<file path="src/rtl/keyed_gpio_pkg.sv">
package keyed_gpio_pkg;
   localparam logic [7:0] OFS_DOUT  = 8'h00;
   localparam logic [7:0] OFS_DIN   = 8'h04;
   localparam logic [7:0] OFS_MODE1 = 8'h08;
   localparam logic [7:0] OFS_MODE0 = 8'h0C;
   localparam logic [7:0] OFS_DSET  = 8'h14;
   localparam logic [7:0] OFS_DCLR  = 8'h18;
   localparam logic [7:0] OFS_M1CLR = 8'h50;
   localparam logic [7:0] OFS_M0SET = 8'h54;
   localparam logic [7:0] OFS_M0CLR = 8'h58;

   typedef enum logic [1:0] {
      PM_INPUT  = 2'b00,
      PM_PUSH   = 2'b01,
      PM_OD_LOW = 2'b10,
      PM_OD_HI  = 2'b11
   } pin_mode_e;
endpackage

</file>
<file path="src/rtl/gpio_key_lock.sv">
module gpio_key_lock #(
   parameter int KEY_W = 16,
   parameter logic [KEY_W-1:0] ARM_KEY = 16'hD42F
) (
   input  logic             clk,
   input  logic             rst_n,
   input  logic             wr,
   input  logic [KEY_W-1:0] key,
   output logic             active
);
   logic active_q;

   always_ff @(posedge clk or negedge rst_n) begin
      if (!rst_n) active_q <= 1'b0;
      else if (wr) begin
         if (key == ARM_KEY) active_q <= 1'b1;
         else if (key == '0) active_q <= 1'b0;
      end
   end

   assign active = active_q;

   assert_arm_R2: assert property (@(posedge clk) disable iff (!rst_n)
      (wr && key == ARM_KEY) |=> active);
   assert_release_R2: assert property (@(posedge clk) disable iff (!rst_n)
      (wr && key == '0) |=> !active);
   assert_badkey_R2: assert property (@(posedge clk) disable iff (!rst_n)
      (wr && key != ARM_KEY && key != '0) |=> (active == $past(active)));
endmodule

</file>
<file path="src/rtl/gpio_bank_regs.sv">
module gpio_bank_regs
   import keyed_gpio_pkg::*;
#(
   parameter int PINS   = 32,
   parameter int DATA_W = 32
) (
   input  logic              clk,
   input  logic              rst_n,
   input  logic              wr,
   input  logic [7:0]        offset,
   input  logic [DATA_W-1:0] wdata,
   input  logic              lock_active,
   input  logic [PINS-1:0]   pad_in,
   output logic [DATA_W-1:0] rdata,
   output logic [PINS-1:0]   dout,
   output logic [PINS-1:0]   mode0,
   output logic [PINS-1:0]   mode1
);
   if (PINS < 1 || PINS > DATA_W) begin : g_bad_pins
      $error("gpio_bank_regs: PINS must be within 1..DATA_W");
   end

   logic [PINS-1:0] dout_q, mode0_q, mode1_q, sync1_q, din_q;
   logic [PINS-1:0] w;
   logic            mode_ok;

   assign w       = wdata[PINS-1:0];
   assign mode_ok = wr && lock_active;

   always_ff @(posedge clk or negedge rst_n) begin
      if (!rst_n) begin
         sync1_q <= '0;
         din_q   <= '0;
      end else begin
         sync1_q <= pad_in;
         din_q   <= sync1_q;
      end
   end

   always_ff @(posedge clk or negedge rst_n) begin
      if (!rst_n) begin
         dout_q <= '0;
      end else if (wr) begin
         case (offset)
            OFS_DOUT: dout_q <= w;
            OFS_DSET: dout_q <= dout_q | w;
            OFS_DCLR: dout_q <= dout_q & ~w;
            default:  dout_q <= dout_q;
         endcase
      end
   end

   always_ff @(posedge clk or negedge rst_n) begin
      if (!rst_n) begin
         mode0_q <= '0;
         mode1_q <= '0;
      end else if (mode_ok) begin
         case (offset)
            OFS_MODE1: mode1_q <= w;
            OFS_M1CLR: mode1_q <= mode1_q & ~w;
            OFS_MODE0: mode0_q <= w;
            OFS_M0SET: mode0_q <= mode0_q | w;
            OFS_M0CLR: mode0_q <= mode0_q & ~w;
            default: begin
               mode0_q <= mode0_q;
               mode1_q <= mode1_q;
            end
         endcase
      end
   end

   always_comb begin
      rdata = '0;
      case (offset)
         OFS_DOUT:  rdata[PINS-1:0] = dout_q;
         OFS_DIN:   rdata[PINS-1:0] = din_q;
         OFS_MODE1: rdata[PINS-1:0] = mode1_q;
         OFS_MODE0: rdata[PINS-1:0] = mode0_q;
         default:   rdata = '0;
      endcase
   end

   assign dout  = dout_q;
   assign mode0 = mode0_q;
   assign mode1 = mode1_q;

   assert_mode_locked_R3: assert property (@(posedge clk) disable iff (!rst_n)
      !lock_active |=> ($stable(mode0_q) && $stable(mode1_q)));
   assert_dset_R8: assert property (@(posedge clk) disable iff (!rst_n)
      (wr && offset == OFS_DSET) |=> ((dout_q & $past(w)) == $past(w)));
   assert_dclr_R8: assert property (@(posedge clk) disable iff (!rst_n)
      (wr && offset == OFS_DCLR) |=> ((dout_q & $past(w)) == '0));
   assert_m0set_keep_R8: assert property (@(posedge clk) disable iff (!rst_n)
      (wr && offset == OFS_M0SET) |=> ((mode0_q & ~$past(w)) == ($past(mode0_q) & ~$past(w))));
endmodule

</file>
<file path="src/rtl/gpio_pad_drive.sv">
module gpio_pad_drive
   import keyed_gpio_pkg::*;
#(
   parameter int PINS = 32
) (
   input  logic [PINS-1:0] dout,
   input  logic [PINS-1:0] mode0,
   input  logic [PINS-1:0] mode1,
   output logic [PINS-1:0] pad_out,
   output logic [PINS-1:0] pad_oe
);
   for (genvar i = 0; i < PINS; i++) begin : g_pin
      pin_mode_e m;
      assign m = pin_mode_e'({mode1[i], mode0[i]});
      always_comb begin
         case (m)
            PM_PUSH:   pad_oe[i] = 1'b1;
            PM_OD_LOW: pad_oe[i] = ~dout[i];
            PM_OD_HI:  pad_oe[i] = dout[i];
            default:   pad_oe[i] = 1'b0;
         endcase
      end
      assign pad_out[i] = dout[i];
   end
endmodule

</file>
<file path="src/rtl/keyed_gpio_ctrl.sv">
module keyed_gpio_ctrl #(
   parameter int NUM_PINS  = 70,
   parameter int BANK_PINS = 32,
   parameter int DATA_W    = 32,
   parameter int ADDR_W    = 12,
   parameter int KEY_W     = 16,
   parameter logic [KEY_W-1:0]  ARM_KEY   = 16'hD42F,
   parameter logic [ADDR_W-1:0] LOCK_ADDR = 12'h300
) (
   input  logic                clk,
   input  logic                rst_n,
   input  logic                wr_en,
   input  logic                rd_en,
   input  logic [ADDR_W-1:0]   addr,
   input  logic [DATA_W-1:0]   wr_data,
   output logic [DATA_W-1:0]   rd_data,
   input  logic [NUM_PINS-1:0] pad_in,
   output logic [NUM_PINS-1:0] pad_out,
   output logic [NUM_PINS-1:0] pad_oe
);
   localparam int NUM_BANKS = (NUM_PINS + BANK_PINS - 1) / BANK_PINS;
   localparam int IDX_W     = ADDR_W - 8;

   if (KEY_W > DATA_W - 1) begin : g_bad_key
      $error("keyed_gpio_ctrl: key field overlaps status bit");
   end
   if (NUM_BANKS > (1 << IDX_W)) begin : g_bad_addr
      $error("keyed_gpio_ctrl: address too narrow for bank count");
   end
   if (int'(LOCK_ADDR[ADDR_W-1:8]) < NUM_BANKS) begin : g_bad_lock
      $error("keyed_gpio_ctrl: lock address collides with a bank");
   end

   logic [IDX_W-1:0]  bank_idx;
   logic [7:0]        offset;
   logic              lock_wr, lock_active;
   logic [DATA_W-1:0] bank_rdata [NUM_BANKS];
   logic [NUM_PINS-1:0] dout_all, mode0_all, mode1_all;
   logic [DATA_W-1:0] rd_next, rd_q;

   assign bank_idx = addr[ADDR_W-1:8];
   assign offset   = addr[7:0];
   assign lock_wr  = wr_en && (addr == LOCK_ADDR);

   gpio_key_lock #(.KEY_W(KEY_W), .ARM_KEY(ARM_KEY)) u_lock (
      .clk(clk), .rst_n(rst_n), .wr(lock_wr),
      .key(wr_data[KEY_W-1:0]), .active(lock_active));

   for (genvar b = 0; b < NUM_BANKS; b++) begin : g_bank
      localparam int LO   = b * BANK_PINS;
      localparam int PINS = ((NUM_PINS - LO) < BANK_PINS) ? (NUM_PINS - LO) : BANK_PINS;
      logic sel;
      assign sel = wr_en && (int'(bank_idx) == b);

      gpio_bank_regs #(.PINS(PINS), .DATA_W(DATA_W)) u_regs (
         .clk(clk), .rst_n(rst_n), .wr(sel), .offset(offset),
         .wdata(wr_data), .lock_active(lock_active),
         .pad_in(pad_in[LO +: PINS]), .rdata(bank_rdata[b]),
         .dout(dout_all[LO +: PINS]), .mode0(mode0_all[LO +: PINS]),
         .mode1(mode1_all[LO +: PINS]));

      gpio_pad_drive #(.PINS(PINS)) u_drive (
         .dout(dout_all[LO +: PINS]), .mode0(mode0_all[LO +: PINS]),
         .mode1(mode1_all[LO +: PINS]), .pad_out(pad_out[LO +: PINS]),
         .pad_oe(pad_oe[LO +: PINS]));
   end

   always_comb begin
      rd_next = '0;
      if (addr == LOCK_ADDR) begin
         rd_next[DATA_W-1] = lock_active;
      end else begin
         for (int b = 0; b < NUM_BANKS; b++) begin
            if (int'(bank_idx) == b) rd_next = bank_rdata[b];
         end
      end
   end

   always_ff @(posedge clk or negedge rst_n) begin
      if (!rst_n) rd_q <= '0;
      else if (rd_en) rd_q <= rd_next;
   end

   assign rd_data = rd_q;

   assert_input_hiz_R4: assert property (@(posedge clk) disable iff (!rst_n)
      (pad_oe & ~(mode0_all | mode1_all)) == '0);
   assert_od_low_R6: assert property (@(posedge clk) disable iff (!rst_n)
      (pad_oe & mode1_all & ~mode0_all & pad_out) == '0);
   assert_od_high_R7: assert property (@(posedge clk) disable iff (!rst_n)
      (pad_oe & mode1_all & mode0_all & ~pad_out) == '0);
   assert_push_R5: assert property (@(posedge clk) disable iff (!rst_n)
      ((mode0_all & ~mode1_all) & ~pad_oe) == '0);
   assert_rd_hold_R12: assert property (@(posedge clk) disable iff (!rst_n)
      !rd_en |=> $stable(rd_data));
endmodule

</file>
<file path="config.mk">
export PLATFORM = sky130hd
export DESIGN_NAME = keyed_gpio_ctrl
export DESIGN_NICKNAME = d
export VERILOG_FILES = /design/src/rtl/keyed_gpio_pkg.sv /design/src/rtl/gpio_key_lock.sv /design/src/rtl/gpio_bank_regs.sv /design/src/rtl/gpio_pad_drive.sv /design/src/rtl/keyed_gpio_ctrl.sv
export SDC_FILE = /design/constraint.sdc
export NUM_CORES = 1
export LEC_CHECK = 0
export BUFFER_PORTS_ARGS = -buffer_cell sky130_fd_sc_hd__buf_4
export CAP_MARGIN = 20
export CORE_UTILIZATION = 45
export DETAILED_ROUTE_END_ITERATION = 8
export GPL_TIMING_DRIVEN = 0
export MAX_ROUTING_LAYER = met4
export PLACE_DENSITY = 0.66
export SLEW_MARGIN = 5
export SYNTH_ARGS = -nofsm -noshare
export SYNTH_HDL_FRONTEND = slang
export SYNTH_SLANG_ARGS = --single-unit
export TNS_END_PERCENT = 20
</file>
<file path="constraint.sdc">
create_clock -name clk -period 2.5 [get_ports clk]
set_input_delay 0.5 -clock clk [delete_from_list [all_inputs] [get_ports clk]]
set_output_delay 0.5 -clock clk [all_outputs]
set_load 0.05 [all_outputs]
</file>
* Word-level counts from Yosys, hierarchy flattened
Cells that the tools add are included. Widths: inputs -> output; s select.
Operators by class: equality and inequality tests 222, muxes and demuxes 89, reductions and logical operators 24, bitwise operators 87
Operators by type and width (number):
- $pmux 32 s3 | 4
- $eq 2x2->1 const B | 140
- $pmux 32 s4 | 2
- $pmux 1 s3 | 70
- $and 32x32->32 | 6
- $eq 2x1->1 const B | 70
- $or 32x32->32 | 4
- $pmux 32 s2 | 2
- $mux 32 | 3
- $not 1->1 | 70
- $pmux 6 s3 | 2
- $not 32->32 | 1
- $mux 31 | 1
- $eq 8x7->1 const B | 3
- $pmux 6 s4 | 1
- $reduce_and 2->1 | 10
- $and 6x6->6 | 3
- $eq 16x16->1 const B | 1
- $eq 8x4->1 const B | 2
- $eq 8x5->1 const B | 2
- $logic_not 16->1 | 1
- $eq 12x10->1 const B | 1
- $or 6x6->6 | 2
- $pmux 6 s2 | 1
- 10 further kinds | 20
Word-level totals: output and inout port bits 172, bits in registers 383, bits of input ports 118, word-level logic and storage cells 439

* Longest topological paths before layout
depth in word-level cells 6, mapped depth 9, depth with buffers taken out 5

* Hierarchy
From an unflattened synthesis, not the netlist that was laid out.
Second synthesis, totals: cell total of the unflattened synthesis 1732, area total of the unflattened synthesis 19985.4 um^2
Modules (own cells, without submodules):
- gpio_bank_regs (g_bank[0].u_regs ...) | times used 2, sequential area each 4003.8 um^2, cells each 593, area each 6846.6 um^2
- gpio_pad_drive (g_bank[0].u_drive ...) | times used 2, sequential area each 0.0 um^2, cells each 96, area each 1201.2 um^2
- keyed_gpio_ctrl | times used 1, sequential area each 800.8 um^2, cells each 193, area each 1943.1 um^2
- gpio_bank_regs (g_bank[2].u_regs) | times used 1, sequential area each 750.7 um^2, cells each 129, area each 1615.3 um^2
- gpio_pad_drive (g_bank[2].u_drive) | times used 1, sequential area each 0.0 um^2, cells each 18, area each 225.2 um^2
- gpio_key_lock | times used 1, sequential area each 25.0 um^2, cells each 14, area each 106.4 um^2

* Least setup slack after synthesis
No wires, ideal clock.
kind input -> register, start point input addr[3], end point register rd_q[16], in the netlist rd_data[16], stages 7, setup slack 250 ps, required time 2359 ps, path buffers 4, setup time 141 ps, arrival 2109 ps, path through buf_2 -> buf_2 -> buf_2 -> clkbuf_1 -> mux4_2 -> a22oi_1 -> o22ai_1
Between the ends: longest elaborated chain between the ends 6, elaborated cells on any way between the ends 11, those cells by class eq/ne: 4; mux: 6; reduce/logical: 1
Ends and longest elaborated chain:
- start, declared | RTL line keyed_gpio_ctrl.sv:14 | input logic [ADDR_W-1:0] addr,
- $eq 8x4->1 (tied with other cells) | RTL line gpio_bank_regs.sv:74 | case (offset)
- $pmux 32 s4 | RTL line gpio_bank_regs.sv:74
- $mux 32 (3 in series) | RTL line keyed_gpio_ctrl.sv:74 | if (int'(bank_idx) == b) rd_next = bank_rdata[b];
- $mux 31 * | RTL line keyed_gpio_ctrl.sv:70 | if (addr == LOCK_ADDR) begin
- end signal, assigned | RTL line keyed_gpio_ctrl.sv:81 | else if (rd_en) rd_q <= rd_next;
- end, declared | RTL line keyed_gpio_ctrl.sv:39 | logic [DATA_W-1:0] rd_next, rd_q;
Every way passes the cells marked *; elsewhere a longest branch is shown, timed or not. A chain may end at the register's enable or synchronous reset.

* Worst setup path after layout
start point input addr[2], end point register g_bank[0].u_regs.mode0_q[24]
Between the ends: longest elaborated chain between the ends 3, elaborated cells on any way between the ends 6, those cells by class eq/ne: 3; mux: 1; reduce/logical: 2
Ends and longest elaborated chain:
- $eq 8x4->1 or $eq 8x7->1 (tied branches) | RTL line gpio_bank_regs.sv:58 | case (offset)
- $reduce_bool 3->1 (no source line)
- $reduce_and 2->1 (no source line)
- end signal, assigned | RTL line gpio_bank_regs.sv:61 | OFS_MODE0: mode0_q <= w;
- end signal, assigned | RTL line gpio_bank_regs.sv:62 | OFS_M0SET: mode0_q <= mode0_q | w;
- end signal, assigned | RTL line gpio_bank_regs.sv:63 | OFS_M0CLR: mode0_q <= mode0_q & ~w;
- end, declared | RTL line gpio_bank_regs.sv:23 | logic [PINS-1:0] dout_q, mode0_q, mode1_q, sync1_q, din_q;
Parallel ways exist; a longest one is shown, timed or not.

==> metrics.sh <==
FIN_SETUP_TNS_NS=-0.435
CORE_AREA_UM2=37600
REMAINING_DRC_ERRORS=0
HP-CLASS='in2reg'
YS_FF_LATCH=383
ANTENNA_FOUND_INITIAL=5
TOTAL_POWER_mW=14.7
WORST_EP_REQUIRED_TIME_NS=3.02
DR_TOTAL_VIAS=14405
SYNTHESIS.YOSYS.WARNINGS=0
SETUP_VIOL=10
CLKLATENCYLATEPIN_NS=0.58
POWER-PER-CELL-AREA_nW_PER_UM2=687
VIOLATIONS='negative setup slack'
CTS.CLK_SLEW.WORST_PATHS_NS=0.06
PATH_MAX_FANOUT=10
ASYNC_SET_OR_RESET_REGISTER_RATIO_AFTER_SYNTHESIS_PCT=100
FINALWORSTPATHREQUIREDPERIOD_NS=2.56
POWER.STATIC_LEAKAGE_nW=9.75
POST_ROUTE_CELLS_DRIVE_ABOVE_1_SHARE_PCT=24.5
FINAL_HOLD_VIOL_COUNT=0
POSTROUTEANTENNANETS=0
DRT_ITER0_MARKERS=1430
CLOCK_SINKS=383
WORST_SLEW_PIN_SLEW_NS=0.941
REGISTER_AREA_UM2=9580
CTSROOTBUFFERMASTER='clkbuf_16'
MET2ROUTEDLENGTH_MM=27.9
PWR-SHARE-SEQ_PCT=45.4
PORT_BUFFERS=263
IR_DROP_mV=0.493
WORSTPATHARRIVAL_NS=3.08
CELLINTERNALPOWER_mW=10.8
GRT_START_MAX_NET_PINS=116
POWER_FRAC_COMB_PCT=10.9
DRV_SLEW=0
SYNTHTOLAYOUTAREAGROWTH_PCT=24.6
DRT-PASS1-ITER-COUNT=5
OUTCOME='finished with violations'
DIE_X_UM=197
GPL.FINAL_WEIGHTED_CONGESTION=0.962
WORSTSETUPPATHTYPE='in2reg'
SYN_AREA_UM2=17100
LAYOUT_SETUP_WS_NS=-0.0632
CLK_PATH_BUF_DEPTH=3
OVERALL_DIE_AREA_UM2=38800
DETAILED_ROUTE_WIRE_LENGTH_MM=61.0
TRITONCTS='done'
INITIAL_CORE_UTIL_PCT=45.6
NETLIST_INSTANCES=1562
TOPROUTINGLAYERUSED='met4'
CP-START-KIND='input pin'
ROUTE.MET3.WL_MM=5.96
PEAK_CLOCK_FREQUENCY_SUPPORTED_BY_TIMING_MHz=390
POWER_FRAC_CLOCK_PCT=43.7
FINAL_NETS=1993
WL_MET1_MM=24.8
NETSWITCHINGFRACTION_PCT=26.1
PLACEMENT_ROWS=71
MULTI_INPUT_AREA_UM2=6910
DP_HPWL_MM=41.4
SYNTH_NET_COUNT=1680
MAXSLEWHEADROOM_PCT=37.3
WORST_CLOCK_SKEW_NS=0.0191
POST-PLACE-WS_NS=-0.939
FLOORPLAN.DIE.HEIGHT_UM=197
CTS_HTREE_LEVELS=2
OVERFLOW=0
GRT_PASS1_WL_MM=90.4
KIND_OF_END_POINT_OF_THE_CRITICAL_PATH='flip-flop'
P_SW_mW=3.83
GRTUSAGETOTAL_PCT=32.8
NUMBER_OF_FLOPS_MAPPED_TO_ENABLE_CELLS_BY_YOSYS=0
FINAL.PERIOD_UTILIZATION_PCT=103
FILL_CELLS=3203
YS_TYPES=49
SYNTH_FLOP_CELL='dfrtp_1'
POSTSYNTHAREAPERCELL_UM2=11.0
IOPINCOUNT=290
NUMBER_OF_BUFFERS_CREATED_BY_CTS=43
SYNTH-SEQ-AREA-SHARE_PCT=56.0
WIRE_LENGTH_PER_CELL_AFTER_DETAILED_ROUTING_UM=25.2
FIRST_GLOBAL_VIAS=14343
AVGVIACOUNTPERCELL=5.95
MAX_CAP_VIOL_COUNT=0
RSZ0062_AT_GRT='true'
cell type report:
type                       instances  area share, %
antenna                            5         0.0587
buffer                           125           2.62
clock buffer                      61           5.74
clock inverter                    14          0.868
inverter                          29          0.510
multi-input combinational       1025           32.4
sequential                       383           44.9
tap                              511           3.00
timing repair buffer             268           9.85
final timing paths:
| kind | startpoint | endpoint | slack [ns] | cells past startpoint |
|---|---|---|---|---|
| setup / recovery | addr[2] | g_bank[0].u_regs.mode0[24] | -0.06 | 8 |
| hold / removal | pad_in[25] | g_bank[0].u_regs.sync1_q[25] | 0.02 | 1 |
| setup reg to reg | u_lock.active | g_bank[1].u_regs.mode0[4] | 0.02 | 6 |
| hold reg to reg | g_bank[1].u_regs.sync1_q[27] | g_bank[1].u_regs.din_q[27] | 0.34 | 0 |
| max in group asynchronous | rst_n | g_bank[0].u_regs.dout[17] | 0.66 | 5 |
| min in group asynchronous | rst_n | g_bank[1].u_regs.mode1[1] | 0.38 | 2 |
layer usage:
| layer | vias to the layer above | global-route usage [%] |
|---|---|---|
| li1 | 6163 | - |
| met1 | 7262 | 44.0 |
| met2 | 823 | 48.3 |
| met3 | 157 | 7.12 |
| met4 | 0 | 14.2 |
| met5 | - | - |
cell usage after synthesis, types with 9 or more instances:
| library cell | instances | area share (%) |
|---|---|---|
| xnor2_1 | 71 | 3.6 |
| nor2_1 | 35 | 0.77 |
| nand4_1 | 10 | 0.37 |
| o22ai_1 | 27 | 0.99 |
| dfrtp_1 | 383 | 56 |
| nor3b_1 | 21 | 0.92 |
| a22o_1 | 20 | 1.0 |
| o21ai_0 | 159 | 4.6 |
| mux4_2 | 68 | 8.9 |
| buf_2 | 30 | 0.88 |
| nand2_1 | 284 | 6.2 |
| a22oi_1 | 25 | 1.1 |
| a21oi_1 | 79 | 2.3 |
| a31oi_1 | 37 | 1.4 |
| clkbuf_1 | 87 | 1.9 |
| nor3_1 | 9 | 0.26 |
| nand2b_1 | 76 | 2.8 |
| a221o_1 | 20 | 1.2 |
| inv_1 | 29 | 0.64 |
| o211ai_1 | 32 | 1.4 |
cells by family after synthesis:
group | synth area share (%)
mux | 9.06
simple gates | 12.6
flops | 56.0
buf+inv | 3.73
compound gates | 14.9
xor+xnor | 3.68
metrics by stage:
stage | instances | util (%) | area (um2) | hold slack (ns)
after floorplan | 1562 | - | 17100 | 0.204
after global placement | 2336 | 52.5 | 19700 | 0.332
after detailed placement | 2340 | 52.8 | 19900 | 0.335
after CTS | 2416 | 56.7 | 21300 | 0.000302
after global routing | 2421 | 56.8 | 21300 | 0.0110
final | 2421 | 56.8 | 21300 | 0.0171
sequential cells by signal (all words and copies together) (netlist names):
register	flops
g_bank.u_regs.mode1	70
u_lock.active	1
g_bank.u_regs.dout	70
rd_data	32
g_bank.u_regs.mode0	70
g_bank.u_regs.sync1_q	70
g_bank.u_regs.din_q	70
cells in the final DEF (no fill, tap or decap), types with 5 or more instances in the layout:
| master | netlist | routed |
|---|---|---|
| a21oi_1 | 79 | 78 |
| a221o_1 | 20 | 20 |
| a22o_1 | 20 | 20 |
| a22oi_1 | 25 | 25 |
| a31oi_1 | 37 | 37 |
| buf_2 | 30 | 28 |
| buf_4 | 0 | 263 |
| clkbuf_1 | 87 | 79 |
| clkbuf_16 | 0 | 44 |
| clkbuf_2 | 0 | 20 |
| clkbuf_8 | 0 | 6 |
| clkinv_2 | 0 | 8 |
| dfrtp_1 | 383 | 383 |
| diode_2 | 0 | 5 |
| inv_1 | 29 | 29 |
| mux4_2 | 68 | 68 |
| nand2_1 | 284 | 284 |
| nand2b_1 | 76 | 76 |
| nand3_1 | 7 | 7 |
| nand4_1 | 10 | 10 |
| nor2_1 | 35 | 34 |
| nor3_1 | 9 | 8 |
| nor3b_1 | 21 | 21 |
| o211ai_1 | 32 | 32 |
| o21ai_0 | 159 | 159 |
| o22ai_1 | 27 | 27 |
| xnor2_1 | 71 | 71 |
power by group through the flow:
stage / Sequential, mW / Clock (mW) / Combinational (mW)
after floorplan: 7.10 / 0 / 0.515
after global placement: 6.74 / 0 / 1.55
after detailed placement: 6.75 / 0 / 1.59
after CTS: 6.64 / 6.46 / 1.60
after global routing: 6.67 / 6.72 / 1.69
final: 6.65 / 6.41 / 1.60
worst max-delay path, cell delays in order:
cell,delay (ns)
buf_2,0.21
buf_2,0.40
buf_2,0.40
o2111ai_1,0.26
nor2_1,0.53
clkbuf_1,0.56
nand2_1,0.13
nand2_1,0.08
timing repair:
action	4_1_cts	5_1_grt
buffers inserted	0	0
endpoints found under the hold margin	26	0
hold buffers	1	0
setup endpoints to repair	73	110
gates resized for setup	13	22
(Power assumes the default switching activity.)
